[src/rtl/axi_chk_pkg.sv]
package axi_chk_pkg;
  typedef enum logic [1:0] {
    BURST_FIXED = 2'd0,
    BURST_INCR  = 2'd1,
    BURST_WRAP  = 2'd2,
    BURST_RSVD  = 2'd3
  } burst_e;

  localparam int NUM_RULES      = 11;
  localparam int RULE_SIZE_WIDE = 0;
  localparam int RULE_TOO_BIG   = 1;
  localparam int RULE_FIXED_OFF = 2;
  localparam int RULE_RSVD_BRST = 3;
  localparam int RULE_REG_LEN   = 4;
  localparam int RULE_REG_SIZE  = 5;
  localparam int RULE_REG_ALIGN = 6;
  localparam int RULE_TAG_BURST = 7;
  localparam int RULE_TAG_CACHE = 8;
  localparam int RULE_TAG_UNQ   = 9;
  localparam int RULE_TAG_RSVD  = 10;
endpackage

[src/rtl/axi_chk_rules.sv]
module axi_chk_rules
  import axi_chk_pkg::*;
#(
  parameter int DATA_W         = 64,
  parameter int MAX_XACT_BYTES = 4096,
  parameter bit NO_FIXED       = 1'b0,
  parameter bit REGULAR_ONLY   = 1'b0,
  parameter bit IS_READ        = 1'b1,
  parameter bit HAS_IDUNQ      = 1'b1,
  parameter int ADDR_W         = 32
) (
  input  logic [ADDR_W-1:0]    addr,
  input  logic [7:0]           len,
  input  logic [2:0]           size,
  input  logic [1:0]           burst,
  input  logic [3:0]           cache,
  input  logic [1:0]           tagop,
  input  logic                 idunq,
  output logic [NUM_RULES-1:0] hits
);
  localparam int BUS_BYTES = DATA_W / 8;
  localparam int TOT_W     = 17;

  logic [TOT_W-1:0]  beat_bytes;
  logic [TOT_W-1:0]  total_bytes;
  logic [ADDR_W-1:0] incr_mask;
  logic [ADDR_W-1:0] wrap_mask;
  logic              len_regular;
  logic              tag_on;
  burst_e            btype;

  always_comb begin
    btype       = burst_e'(burst);
    beat_bytes  = TOT_W'(1) << size;
    total_bytes = (TOT_W'(len) + TOT_W'(1)) << size;
    incr_mask   = ADDR_W'(total_bytes - TOT_W'(1));
    wrap_mask   = ADDR_W'(beat_bytes - TOT_W'(1));
    len_regular = (len == 8'd0) || (len == 8'd1) || (len == 8'd3) ||
                  (len == 8'd7) || (len == 8'd15);
    tag_on      = (tagop != 2'b00);

    hits = '0;
    hits[RULE_SIZE_WIDE] = beat_bytes > TOT_W'(BUS_BYTES);
    hits[RULE_TOO_BIG]   = int'(total_bytes) > MAX_XACT_BYTES;
    hits[RULE_FIXED_OFF] = (NO_FIXED || REGULAR_ONLY) && (btype == BURST_FIXED);
    hits[RULE_RSVD_BRST] = (btype == BURST_RSVD);
    hits[RULE_REG_LEN]   = REGULAR_ONLY && !len_regular;
    hits[RULE_REG_SIZE]  = REGULAR_ONLY && (len != 8'd0) &&
                           (beat_bytes != TOT_W'(BUS_BYTES));
    if (REGULAR_ONLY && len_regular) begin
      if (btype == BURST_INCR)
        hits[RULE_REG_ALIGN] = (addr & incr_mask) != '0;
      else if (btype == BURST_WRAP)
        hits[RULE_REG_ALIGN] = (addr & wrap_mask) != '0;
    end
    hits[RULE_TAG_BURST] = tag_on && (btype == BURST_FIXED);
    hits[RULE_TAG_CACHE] = tag_on && (cache != 4'b0011);
    hits[RULE_TAG_UNQ]   = HAS_IDUNQ && tag_on && !idunq;
    hits[RULE_TAG_RSVD]  = IS_READ && (tagop == 2'b10);
  end
endmodule

[config.mk]
export PLATFORM = sky130hd
export DESIGN_NAME = axi_chk_rules
export DESIGN_NICKNAME = d
export VERILOG_FILES = /design/src/rtl/axi_chk_pkg.sv /design/src/rtl/axi_chk_rules.sv
export SDC_FILE = /design/constraint.sdc
export NUM_CORES = 1
export LEC_CHECK = 0
export ABC_AREA = 1
export BUFFER_PORTS_ARGS = -buffer_cell sky130_fd_sc_hd__buf_2
export CAP_MARGIN = 20
export CORE_ASPECT_RATIO = 0.9
export CORE_MARGIN = 2
export CORE_UTILIZATION = 28
export DETAILED_ROUTE_END_ITERATION = 8
export PLACE_DENSITY = 0.91
export REMOVE_ABC_BUFFERS = 1
export SYNTH_ARGS = -nofsm -noshare
export SYNTH_HDL_FRONTEND = slang
export SYNTH_SLANG_ARGS = --single-unit
[constraint.sdc]
create_clock -name vclk -period 1.6
set_clock_uncertainty 0.2 [all_clocks]
set_input_delay 0.32 -clock vclk [all_inputs]
set_output_delay 0.32 -clock vclk [all_outputs]
set_load 0.05 [all_outputs]
==> impl_results.md <==
- Static Leakage: 0.000391 µW
- Final TNS setup: -0.401 ns
- Max VDD drop: 0.120 mV
- Critical Path Sink Type: output pin
- Core area: 0.00142 mm²
- Fin nets: 164
- Synth Warn #: 0
- Place WS: -0.577 ns
- Internal power: 81.1 µW
- Worst setup margin: -0.401 ns
- Worst EP required: 1.08 ns
- Comb power frac: 1.000
- Status: finished with violations
- Pwr per Cell Area: 315 mW/mm²
- Final setup violation count: 1
- Simple-Gate Fraction of Synth Area: 0.645
- Post-Synth Adder-Cell Area: 0.0301
- Post-DR wirelength/cell: 11.3 µm
- Die area: 0.00181 mm²
- Dpl cells: 124
- Share of layout cells above drive strength 1: 0.569
- RSZ-0062 raised after global routing: true
- Die Height: 40.5 µm
- Diodes inserted: 0
- Clkbuf count: 0
- Total global routing overflow: 0
- Layout filler cell count: 142
- Detailed placer's ending HPWL: 1000 µm
- # DRC: 0
- First-pass GRT wire length: 2040 µm
- Hold Buf Count CTS: 0
- Count of different cell masters after synthesis: 21
- Hold Path Class: in -> out
- CP startpoint kind: input pin
- Max Slew Vio Count: 0
- F_max: 500 MHz
- CP Capture Point: hits[1]
- Initial antenna violation count: 0
- Gr usage total: 0.146
- Die Wd: 44.6 µm
- Synth Area in Compound Gates: 0.114
- Worst Setup SP: len[1]
- Mux cell area share after synthesis: 0
- Post-synthesis area per instance: 5.33 µm²
- Initial Util: 0.294
- Non-Filler Instances: 124
- Post-CTS Setup Inserts: 0
- Drt first pass iters: 4
- Sequential cell count: 0
- Net Sw Power: 147 µW
- Antenna Violating Nets Remaining: 0
- Main combinational cell family by area after synthesis: simple AND/OR/NAND/NOR gates
- Period minus WS final: 2.00 ns
- CP arrival: 1.48 ns
- Failing checks: setup timing
- Worst-path maximum fanout: 4
- Drt total wl: 1400 µm
- Fin. Hold Viols: 0
- Fin crit share: 1.25
- Worst hold margin: 0.744 ns
- Port bufs: 27
- Power share of the clock group: 0
- Fin util: 0.512
- Synth Area in XOR/XNOR: 0.0211
- Vias in the first global route: 538
- Largest net degree at the start of global routing: 8
- Avg Vias per Cell: 5.06
- MaxCap Viol Count: 0
- Area Overhead vs Synth: 74.4%
- Switching Share: 0.644
- Std cell rows: 13
- Initial DRC count: 15
- Register area share after synthesis: 0
- Sequential power share: 0
- Synthesized area: 415 µm²
- Crit Path Class: in -> out
- Cells after Synth: 78
- RD Place Congestion: 0.861
- Routed vias: 627
- Register area: 0 µm²
- I/O pin cnt: 63
-- worst min path at each step --
stage | start | end | slack (ns) | cells past startpoint
2_1_floorplan | size[2] | hits[0] | 0.44 | 0
3_3_place_gp | size[2] | hits[0] | 0.74 | 2
3_5_place_dp | size[2] | hits[0] | 0.74 | 2
4_1_cts | size[2] | hits[0] | 0.74 | 2
5_1_grt | size[2] | hits[0] | 0.75 | 2
6_report | size[2] | hits[0] | 0.74 | 2
-- placed cells by master (no fill, tap or decap) --
master and instances:
buf_6 2, a21oi_2 1, nand2_2 8, buf_4 7
inv_4 1, conb_1 4, o21bai_4 2, nand3_1 5
nand4_1 3, nand3_4 1, nor2_4 3, a21oi_1 1
o21ai_1 1, xor2_1 1, nor2_1 9, nand3b_1 1
ha_4 1, buf_8 1, inv_2 2, nor3_1 2
nand2_1 11, a31oi_1 1, clkbuf_4 1, inv_1 8
buf_2 22, nand3_2 6, nand2_4 4
-- area by class of cell --
class                           instances  area, µm²  share of cell area
Inverter                               11       43.8              0.0604
Tap cell                               15       18.8              0.0259
Timing Repair Buffer                   33        208               0.287
Multi-Input combinational cell         65        454               0.627
-- cells in the mapped netlist --
master | instances | share of area
a21oi_1 | 1 | 0.012
a21oi_2 | 1 | 0.021
a31oi_1 | 1 | 0.015
buf_4 | 4 | 0.072
clkbuf_1 | 1 | 0.0090
conb_1 | 1 | 0.0090
ha_1 | 1 | 0.030
inv_1 | 11 | 0.099
nand2_1 | 16 | 0.14
nand2_2 | 6 | 0.090
nand2_4 | 1 | 0.027
nand3_1 | 12 | 0.14
nand3b_1 | 1 | 0.018
nand4_1 | 3 | 0.045
nor2_1 | 9 | 0.081
nor2_2 | 1 | 0.015
nor2_4 | 2 | 0.054
nor3_1 | 2 | 0.024
o21ai_1 | 1 | 0.012
o21bai_2 | 2 | 0.054
xor2_1 | 1 | 0.021
-- worst max-delay path: stages --
cell	delay, ns
buf_8	0.11
ha_4	0.17
nand2_4	0.11
inv_4	0.06
nand2_2	0.06
xor2_1	0.14
nand4_1	0.10
nand2_1	0.09
nand3_1	0.07
nand2_1	0.07
inv_2	0.04
buf_6	0.14
-- per-stage QoR --
step           area, µm²  total power (µW)
2_1_floorplan        393               116
3_3_place_gp         592               183
3_5_place_dp         592               189
4_1_cts              679               213
5_1_grt              724               246
6_report             724               228
-- cells by family (layout without fill, tap and decap cells) --
family	Yosys count	after routing
simple gates	53	53
buf+inv	16	44
compound gates	6	6
fa+ha+maj	1	1
other cells	1	4
xor+xnor	1	1
-- power by group through the flow --
stage	Combinational, µW	Sequential [µW]	Clock, µW
after global routing	246	0	0
after global placement	183	0	0
after floorplan	116	0	0
after detailed placement	189	0	0
after CTS	213	0	0
final	228	0	0
-- routing by layer --
metal	vias to the layer above	share of wire	global-route usage
met5	-	0	0
met4	0	0.0093	0.0455
met3	2	0.067	0.00450
met2	23	0.51	0.297
met1	295	0.41	0.164
li1	307	-	-
-- repair_timing --
action | in CTS | in global routing
endpoints found under the setup margin | 1 | 1
pin swaps | 11 | 11
resized for setup | 23 | 11
(Power assumes the default switching activity.)
